**config.mk**
```make
export PLATFORM = sky130hd
export DESIGN_NAME = ptp_tod_counter
export DESIGN_NICKNAME = d
export VERILOG_FILES = /design/src/rtl/ptp_tod_pkg.sv /design/src/rtl/ptp_tod_step.sv /design/src/rtl/ptp_tod_load.sv /design/src/rtl/ptp_tod_encode.sv /design/src/rtl/ptp_tod_counter.sv
export SDC_FILE = /design/constraint.sdc
export NUM_CORES = 1
export LEC_CHECK = 0
export ABC_AREA = 1
export BUFFER_PORTS_ARGS = -buffer_cell sky130_fd_sc_hd__buf_2
export CORE_MARGIN = 3
export CORE_UTILIZATION = 56
export DETAILED_ROUTE_END_ITERATION = 12
export MAX_ROUTING_LAYER = met4
export PLACE_DENSITY = 0.89
export SYNTH_ARGS = -nofsm -noshare
export SYNTH_HDL_FRONTEND = slang
export SYNTH_HIERARCHICAL = 1
export SYNTH_SLANG_ARGS = --single-unit
```
**constraint.sdc**
```tcl
create_clock -name clk_i -period 8.9 [get_ports clk_i]
set_input_delay 0.445 -clock clk_i [delete_from_list [all_inputs] [get_ports clk_i]]
set_output_delay 0.445 -clock clk_i [all_outputs]
set_load 0.02 [all_outputs]
```
**src/rtl/ptp_tod_pkg.sv**
```systemverilog
`timescale 1ns/1ps
package ptp_tod_pkg;
  localparam int SEC_W    = 48;
  localparam int NS_W     = 32;
  localparam int FRAC_W   = 16;
  localparam int TOD_W    = SEC_W + NS_W + FRAC_W;
  localparam int V1_SEC_W = 32;
  localparam int V1_W     = V1_SEC_W + NS_W;
  localparam int CF_NS_W  = 48;
  localparam int CF_W     = CF_NS_W + FRAC_W;

  typedef struct packed {
    logic [SEC_W-1:0]  sec;
    logic [NS_W-1:0]   ns;
    logic [FRAC_W-1:0] frac;
  } tod_t;
endpackage

```
**src/rtl/ptp_tod_step.sv**
```systemverilog
`timescale 1ns/1ps
module ptp_tod_step
  import ptp_tod_pkg::*;
#(
  parameter int unsigned NS_WRAP = 1_000_000_000
) (
  input  tod_t              cur_i,
  input  logic [NS_W-1:0]   period_ns_i,
  input  logic [FRAC_W-1:0] period_frac_i,
  output tod_t              nxt_o
);
  localparam logic [NS_W:0] WRAP_EXT = (NS_W+1)'(NS_WRAP);

  logic [FRAC_W:0] frac_sum;
  logic [NS_W:0]   ns_sum;
  logic            ns_wrap;

  always_comb begin
    frac_sum = {1'b0, cur_i.frac} + {1'b0, period_frac_i};
    ns_sum   = {1'b0, cur_i.ns} + {1'b0, period_ns_i} + {{NS_W{1'b0}}, frac_sum[FRAC_W]};
    ns_wrap  = (ns_sum >= WRAP_EXT);
    nxt_o.frac = frac_sum[FRAC_W-1:0];
    if (ns_wrap) begin
      ns_sum    = ns_sum - WRAP_EXT;
      nxt_o.sec = cur_i.sec + {{(SEC_W-1){1'b0}}, 1'b1};
    end else begin
      nxt_o.sec = cur_i.sec;
    end
    nxt_o.ns = ns_sum[NS_W-1:0];
  end
endmodule

```
**src/rtl/ptp_tod_load.sv**
```systemverilog
`timescale 1ns/1ps
module ptp_tod_load
  import ptp_tod_pkg::*;
#(
  parameter int unsigned NS_WRAP = 1_000_000_000
) (
  input  tod_t raw_i,
  output tod_t clean_o
);
  localparam logic [NS_W-1:0] NS_LIMIT = NS_W'(NS_WRAP);
  localparam logic [NS_W-1:0] NS_MAX   = NS_W'(NS_WRAP - 1);

  always_comb begin
    clean_o = raw_i;
    if (raw_i.ns >= NS_LIMIT) clean_o.ns = NS_MAX;
  end
endmodule

```
**src/rtl/ptp_tod_encode.sv**
```systemverilog
`timescale 1ns/1ps
module ptp_tod_encode
  import ptp_tod_pkg::*;
#(
  parameter int unsigned NS_WRAP = 1_000_000_000
) (
  input  tod_t            tod_i,
  output logic [V1_W-1:0] v1_o,
  output logic [CF_W-1:0] cf_o
);
  localparam logic [CF_NS_W-1:0] SCALE = CF_NS_W'(NS_WRAP);

  logic [CF_NS_W-1:0] sec_ext;
  logic [CF_NS_W-1:0] sec_ns;
  logic [CF_NS_W-1:0] total_ns;

  always_comb begin
    sec_ext  = CF_NS_W'(tod_i.sec);
    sec_ns   = sec_ext * SCALE;  // truncated modulo 2^CF_NS_W
    total_ns = sec_ns + CF_NS_W'(tod_i.ns);
    v1_o     = {tod_i.sec[V1_SEC_W-1:0], tod_i.ns};
    cf_o     = {total_ns, tod_i.frac};
  end
endmodule

```
**src/rtl/ptp_tod_counter.sv**
```systemverilog
`timescale 1ns/1ps
module ptp_tod_counter
  import ptp_tod_pkg::*;
#(
  parameter int unsigned NS_WRAP = 1_000_000_000
) (
  input  logic              clk_i,
  input  logic              rst_ni,
  input  logic              load_i,
  input  logic [TOD_W-1:0]  load_time_i,
  input  logic [NS_W-1:0]   period_ns_i,
  input  logic [FRAC_W-1:0] period_frac_i,
  input  logic              capture_i,
  output logic [TOD_W-1:0]  time_o,
  output logic [TOD_W-1:0]  cap_v2_o,
  output logic [V1_W-1:0]   cap_v1_o,
  output logic [CF_W-1:0]   cap_cf_o
);
  localparam logic [NS_W-1:0] NS_LIMIT = NS_W'(NS_WRAP);
  localparam logic [NS_W-1:0] NS_MAX   = NS_W'(NS_WRAP - 1);

  tod_t            tod_q, tod_step, tod_loaded, tod_d;
  logic [V1_W-1:0] v1_now;
  logic [CF_W-1:0] cf_now;

  ptp_tod_step #(.NS_WRAP(NS_WRAP)) i_step (
    .cur_i         (tod_q),
    .period_ns_i   (period_ns_i),
    .period_frac_i (period_frac_i),
    .nxt_o         (tod_step)
  );

  ptp_tod_load #(.NS_WRAP(NS_WRAP)) i_load (
    .raw_i   (tod_t'(load_time_i)),
    .clean_o (tod_loaded)
  );

  ptp_tod_encode #(.NS_WRAP(NS_WRAP)) i_encode (
    .tod_i (tod_q),
    .v1_o  (v1_now),
    .cf_o  (cf_now)
  );

  assign tod_d = load_i ? tod_loaded : tod_step;

  always_ff @(posedge clk_i or negedge rst_ni) begin
    if (!rst_ni) tod_q <= '0;
    else         tod_q <= tod_d;
  end

  // all views sampled from the same pre-edge state
  always_ff @(posedge clk_i or negedge rst_ni) begin
    if (!rst_ni) begin
      cap_v2_o <= '0;
      cap_v1_o <= '0;
      cap_cf_o <= '0;
    end else if (capture_i) begin
      cap_v2_o <= tod_q;
      cap_v1_o <= v1_now;
      cap_cf_o <= cf_now;
    end
  end

  assign time_o = tod_q;

  assert_period_legal_R2: assert property (@(posedge clk_i) disable iff (!rst_ni)
    period_ns_i < NS_LIMIT);

  assert_ns_in_range_R3: assert property (@(posedge clk_i) disable iff (!rst_ni)
    time_o[NS_W+FRAC_W-1:FRAC_W] < NS_LIMIT);

  assert_sec_step_R3: assert property (@(posedge clk_i) disable iff (!rst_ni)
    !load_i |=> (time_o[TOD_W-1:NS_W+FRAC_W] == $past(time_o[TOD_W-1:NS_W+FRAC_W])) ||
                (time_o[TOD_W-1:NS_W+FRAC_W] == $past(time_o[TOD_W-1:NS_W+FRAC_W]) + 1'b1));

  assert_load_fields_R4: assert property (@(posedge clk_i) disable iff (!rst_ni)
    load_i |=> (time_o[TOD_W-1:NS_W+FRAC_W] == $past(load_time_i[TOD_W-1:NS_W+FRAC_W])) &&
               (time_o[FRAC_W-1:0] == $past(load_time_i[FRAC_W-1:0])));

  assert_load_clamp_R5: assert property (@(posedge clk_i) disable iff (!rst_ni)
    (load_i && load_time_i[NS_W+FRAC_W-1:FRAC_W] >= NS_LIMIT) |=>
      time_o[NS_W+FRAC_W-1:FRAC_W] == NS_MAX);

  assert_capture_v2_R6: assert property (@(posedge clk_i) disable iff (!rst_ni)
    capture_i |=> cap_v2_o == $past(time_o));

  assert_v1_ns_match_R7: assert property (@(posedge clk_i) disable iff (!rst_ni)
    cap_v1_o[NS_W-1:0] == cap_v2_o[NS_W+FRAC_W-1:FRAC_W]);

  assert_cf_frac_match_R8: assert property (@(posedge clk_i) disable iff (!rst_ni)
    cap_cf_o[FRAC_W-1:0] == cap_v2_o[FRAC_W-1:0]);

  assert_capture_hold_R9: assert property (@(posedge clk_i) disable iff (!rst_ni)
    !capture_i |=> $stable(cap_v2_o) && $stable(cap_v1_o) && $stable(cap_cf_o));
endmodule

```
==> results.md, run 1 <==
* Post-Route M1 WL at around 45000 um
* Mapped Area at 0.0342 sq mm
* TritonCTS clock tree: done
* Count of final setup violators at 0
* Hold path startpoint: load_time_i[92]
* Final slew viol count at 0
* Bufs on Longest Clock Path at 3
* Initial DRC count at between 2000 and 3000
* Cts bufs inserted at 37
* Clock skew at 0.0498 ns
* Initial antenna violation count at 12
* Nets at 5683
* Crit. End Element: register
* Skew-Pair Late Insertion Delay at 0.60 ns
* WHS Endpoint: time_o[92]
* Final hold violations at 0
* #FFs+latches synth at 320
* Max Fclk at about 130 MHz
* Area of the multi-input gates at between 0.02 and 0.025 sq mm
* Worst-Margin Slew at 1.05 ns
* Fin crit period at 7.52 ns
* Routed Antenna Nets at 0
* # rows at 89
* Post-synthesis cell count at about 4700
* Met2 WL at 48700 um
* GRT overflow at 0
* Initial Util at between 50% and 60%
* R2R setup slack at 1.38 ns
* Io pins at between 400 and 500
* # Max-Cap Violations at 0
* Share of the synthesized area in the top cell type at 23.4%
* Final Hold Slack at 0.0455 ns
* Die area at 0.0640 sq mm
* Synth area leader: dfrtp_1
* Worst Path Arrival at a little under 8 ns
* Post-Place Cell Area at 0.0357 sq mm
* CP required at 9.34 ns
* Max incr delay on CP at 0.90 ns
* Via count at 31100
* Synthesis-to-finish area growth at 8.62%
* Seq/Total Area, Yosys at 23.4%
* Pre-antenna DRT Iters at 6
* FF-to-FF Start: time_o[53]
* Worst path slowest cell: dfrtp_1
* CP Max Fanout at 14
* RR Endpoint: cap_cf_o[58]
* Core area at 0.0597 sq mm
* Top sig layer: met4
* Ys async rst share at 100%
* Die X at 253 um
* Average wire per standard cell at around 19 um
* Top post-synthesis cells by area: dfrtp_1 (23%), nand2_1 (20%), fa_1 (16%)
* Gp weighted congestion at 1.04
* DR WL met3 at approximately 11000 um
* Drt total wl at 111000 um
* Top-count cell post-synth: nand2_1
* Largest net degree at the start of global routing at 150
* Reg2reg path depth at 31
* Final Cycle Share at approximately 84%
* Register area at roughly 0.008 sq mm
* Slew headroom at a little under a third
* HPWL after DPL at 89800 um
* Setup TNS at 0 ns
* Post-route cell area at 0.0371 sq mm
* Fillers at 5304
* HP Class: input port to register
* Ys Warns at 6
* RSZ-0062 raised after global routing: no
* Worst-path clk slew at 0.06 ns
* Critical Path Source Type: register
* Share of cells above drive strength 1 at 14.4%
* First-pass GRT wire length at between 150000 and 200000 um
* Via density per instance at 5.35
* Synth top cells by count: nand2_1 (1832), inv_1 (844), dfrtp_1 (320)
* CP Class: register to register
* Placed insts at 5742
* Post-Layout Cell Count at 5822
* IO buf count at about 470
* Vias in the first global route at 30600
* Die H at roughly 250 um
* Unique masters post-synth at 55
* Prevailing post-synth register cell: dfrtp_1
* Root Buffer: clkbuf_16
* Status: complete, no violations
* Hold Crit Depth at 3
* Aggregate global-route resource usage at 35.7%
* Avg Cell Area, Syn at about 7.2 sq um
* H-tree Lvls at 2
* DR DRC count at 0
* Post-synth EDFFs at 0
* CTS sink count at 320
cells by family after synthesis:
family | share of synthesized area (%)
other cells | 0.0110
compound gates | 3.71
simple gates | 29.1
fa+ha+maj | 25.1
flops | 23.4
buf+inv | 15.1
xor+xnor | 3.51
layer usage:
layer  global-route usage, %  up-vias
li1                        -    14600
met1                    45.9    14500
met2                    54.8     1637
met3                    6.66      331
met4                    16.6        0
met5                       -        -
critical path: cells and delay by family (launching register included):
kind | cells | cell delay [ns]
buf+inv | 6 | 0.34
simple gates | 13 | 1.77
flops | 1 | 0.90
compound gates | 1 | 0.28
xor+xnor | 2 | 0.35
fa+ha+maj | 9 | 3.70
sequential cells by signal, summed over array words and instances (netlist names):
name      cells
cap_v2_o     96
cap_cf_o     64
cap_v1_o     64
time_o       96
area by class of cell:
type	count	area share, %
antenna	14	0.0944
clock buffer	46	2.78
clock inverter	19	0.752
inverter	869	8.81
multi-input combinational	3294	56.6
sequential	320	21.6
tap	773	2.61
timing repair buffer	487	6.80
metrics by stage:
| stage | setup WS (ns) | util [%] |
|---|---|---|
| after floorplan | 2.05 | - |
| after global placement | 1.58 | 59.9 |
| after detailed placement | 1.47 | 59.9 |
| after CTS | 1.43 | 62.1 |
| after global routing | 0.948 | 62.2 |
| final | 1.38 | 62.2 |
what timing repair did:
item	in CTS	in global routing
hold buffers	1	0
gates resized for setup	0	0
setup buffers	0	0
hold endpoints to repair	40	0
how the worst max path moves through the flow:
stage / slack [ns] / depth (start not counted) / to / startpoint
6_report: 1.38 / 31 / cap_cf_o[58] / time_o[53]
2_1_floorplan: 2.05 / 33 / cap_cf_o[57] / time_o[56]
3_5_place_dp: 1.47 / 31 / cap_cf_o[58] / time_o[53]
3_3_place_gp: 1.58 / 33 / cap_cf_o[58] / time_o[53]
4_1_cts: 1.43 / 31 / cap_cf_o[58] / time_o[53]
5_1_grt: 0.95 / 35 / cap_cf_o[58] / time_o[53]
layout by cell type (no fill, tap or decap), types with 8 or more instances in the layout:
| master | n |
|---|---|
| nor4_1 | 8 |
| clkbuf_16 | 37 |
| clkbuf_8 | 8 |
| nand4_1 | 58 |
| o21ai_2 | 32 |
| nor3_1 | 30 |
| nand2_1 | 1832 |
| buf_4 | 19 |
| o21ai_0 | 42 |
| nand3_1 | 134 |
| dfrtp_1 | 320 |
| inv_1 | 844 |
| nand2_2 | 57 |
| nor2_2 | 36 |
| fa_1 | 266 |
| xnor2_1 | 30 |
| a21oi_1 | 86 |
| ha_1 | 260 |
| buf_2 | 464 |
| xor2_1 | 107 |
| diode_2 | 14 |
| inv_2 | 21 |
| o21ai_1 | 19 |
| nor2_1 | 217 |
Power of run 1 is not shown: default switching activity piles up to over one toggle a cycle in this logic, so the estimate is an artifact.
==> run 2: changes to the inputs <==
--- a/config.mk
+++ b/config.mk
@@ -5,13 +5,13 @@
 export SDC_FILE = /design/constraint.sdc
 export NUM_CORES = 1
 export LEC_CHECK = 0
-export ABC_AREA = 1
+export ABC_AREA = 0
 export BUFFER_PORTS_ARGS = -buffer_cell sky130_fd_sc_hd__buf_2
 export CORE_MARGIN = 3
 export CORE_UTILIZATION = 56
 export DETAILED_ROUTE_END_ITERATION = 12
 export MAX_ROUTING_LAYER = met4
-export PLACE_DENSITY = 0.89
+export PLACE_DENSITY = 0.9
 export SYNTH_ARGS = -nofsm -noshare
 export SYNTH_HDL_FRONTEND = slang
 export SYNTH_HIERARCHICAL = 1
==> constraint.sdc (replaced) <==
create_clock -name clk_i -period 7.5 [get_ports clk_i]
set_input_delay 0.375 -clock clk_i [delete_from_list [all_inputs] [get_ports clk_i]]
set_output_delay 0.375 -clock clk_i [all_outputs]
set_load 0.02 [all_outputs]
==> run 2 against run 1 <==
Effect of this change:
- the run now ends with negative setup slack left
- clock-buffer cell count rose by 6
- area after synthesis fell by 9.9%
- first-iteration DRC count decreased by 26%
- non-clock buffer count is 145 higher
- register-to-register slack lost 1.4 ns
- via count fell by 23%
- cell count down 31%
- synthesized cell count fell by 40%
==> results.md, run 2 <==
* Status: finished, violations left
* Failing checks: negative setup slack
* Buffers & Inverters on Critical Path at 7
* HP Class: input port to register
* Max incr delay on CP at roughly 0.54 ns
* Synth top cells by count: inv_1 (507), dfrtp_1 (320), fa_1 (266)
* Top post-synthesis cells by area: dfrtp_1 (26%), fa_1 (17%), ha_1 (11%)
* Register area at 0.00803 sq mm
* Die X at 240 um
* Avg Cell Area, Syn at between 10 and 15 sq um
* DR DRC count at 0
* Share of the synthesized area in the top cell type at 26.0%
* Worst-Margin Slew at 1.25 ns
* Prevailing post-synth register cell: dfrtp_1
* CP Class: register to register
* Reg2reg path depth at 29
* Ys async rst share at between 90% and 100%
* Final Util at 65.7%
* Routed Antenna Nets at 0
* Die area at around 0.058 sq mm
* Die H at between 200 and 250 um
* Crit. End Element: register
* Post-synthesis cell count at 2835
* Worst path slowest cell: fa_1
* Post-synth EDFFs at 0
* Unique masters post-synth at 95
* Final hold violations at 0
* Gp weighted congestion at 0.981
* Fin crit period at 7.56 ns
* Initial Util at 56.9%
* Area of the multi-input gates at 0.0197 sq mm
* Nets at 3956
* CP required at 7.98 ns
* Worst-path clk slew at 0.07 ns
* HPWL after DPL at around 70000 um
* Drt total wl at 96700 um
* Crit path top cell by count: fa_1
* First-pass GRT wire length at roughly 140000 um
* Share of cells above drive strength 1 at 35.9%
* GRT overflow at 0
* Initial antenna violation count at 8
* Aggregate global-route resource usage at between 30% and 40%
* Most frequent cells in the layout: inv_1 (490), buf_2 (465), dfrtp_1 (303), fa_1 (259), ha_1 (235)
* Worst setup margin at -0.0650 ns
* Hold Crit Depth at 2
* # rows at 85
* Setup TNS at -0.164 ns
* Delay-heaviest family, CP: adder cells
* Largest net degree at the start of global routing at 130
* Worst Path Arrival at 8.04 ns
* Count of final setup violators at 3
* Mapped Area at 0.0308 sq mm
* Via count at 23800
* Critical Path Source Type: register
* H-tree Lvls at 2
* CTS sink count at 320
* Cts bufs inserted at 38
* Bufs on Longest Clock Path at 3
* Skew-Pair Late Insertion Delay at between 0.5 and 0.6 ns
* Vias in the first global route at roughly 24000
* Initial DRC count at 2191
* Ys Warns at 6
* Final Cycle Share at 101%
* #FFs+latches synth at 320
* Root Buffer: clkbuf_16
* Final slew viol count at 0
* Via density per instance at 5.94
* Worst path depth at 29
* Synth area leader: dfrtp_1
* Top-count cell post-synth: inv_1
* Max Fclk at 132 MHz
* Seq/Total Area, Yosys at a little over a quarter
* CP Max Fanout at 4
* IO buf count at 467
* Commonest non-fill, non-tap cell in the layout: inv_1
* Slew headroom at around 17%
* TritonCTS clock tree: done
* Synthesis-to-finish area growth at 15.4%
* Clock skew at 0.0358 ns
* Fillers at 3697
* Core area at between 0.05 and 0.06 sq mm
* Io pins at 468
* Average wire per standard cell at 24.1 um
* # Max-Cap Violations at 0
* Pre-antenna DRT Iters at 7
-- run 2: final timing paths --
| path | from | end | slack, ns |
|---|---|---|---|
| setup / recovery | time_o[58] | cap_cf_o[61] | -0.06 |
| hold / removal | load_time_i[12] | time_o[12] | 0.05 |
| setup reg to reg | time_o[58] | cap_cf_o[61] | -0.06 |
| hold reg to reg | cap_v1_o[18] | cap_v1_o[18] | 0.50 |
| max in group asynchronous | rst_ni | time_o[53] | 5.56 |
| min in group asynchronous | rst_ni | cap_cf_o[54] | 0.44 |
-- run 2: cell type report --
class	instances	area share, %
Antenna cell	11	0.0774
Clock buffer	52	3.14
Clock inverter	16	0.472
Sequential cell	320	22.6
Timing Repair Buffer	632	10.4
Tap cell	696	2.45
Multi-Input combinational cell	1783	55.5
Inverter	507	5.39
-- run 2: through the flow --
stage / hold slack [ns] / std cells / setup WS (ns) / area, sq um
2_1_floorplan: 0.0794 / 2836 / 0.00411 / 30800
3_3_place_gp: 0.474 / 3886 / -0.108 / 33300
3_5_place_dp: 0.475 / 3886 / -0.323 / 33300
4_1_cts: 0.0247 / 3963 / -0.0250 / 34700
5_1_grt: 0.0319 / 4014 / -0.202 / 35500
6_report: 0.0456 / 4017 / -0.0650 / 35500
-- run 2: kinds of logic (layout without fill, tap and decap cells) --
logic type / count (synthesis) / after routing / synth area share (%)
AO/OA/AOI/OAI: 358 / 358 / 8.47
XOR/XNOR: 189 / 189 / 5.45
adder cells (fa/ha/maj): 526 / 526 / 27.9
buffers and inverters: 733 / 1207 / 11.6
flip-flops: 320 / 320 / 26.0
multiplexers: 324 / 324 / 13.8
other: 1 / 13 / 0.0122
AND/OR/NAND/NOR: 384 / 384 / 6.81
-- run 2: metal layers --
metal,track usage [%],part of all wire (%),up-vias
met3,6.48,9.5,481
li1,-,-,10100
met2,50.6,47,1522
met4,13.9,6.6,0
met1,39.1,37,11700
met5,-,0,-
-- run 2: repair_timing --
item / CTS / global route
setup endpoints to repair: 18 / 83
resized for setup: 19 / 111
pin swaps: 17 / 50
hold endpoints to repair: 90 / 0
hold buffers: 1 / 0
buffers inserted: 8 / 43
Power of run 2 is left out for the same reason.
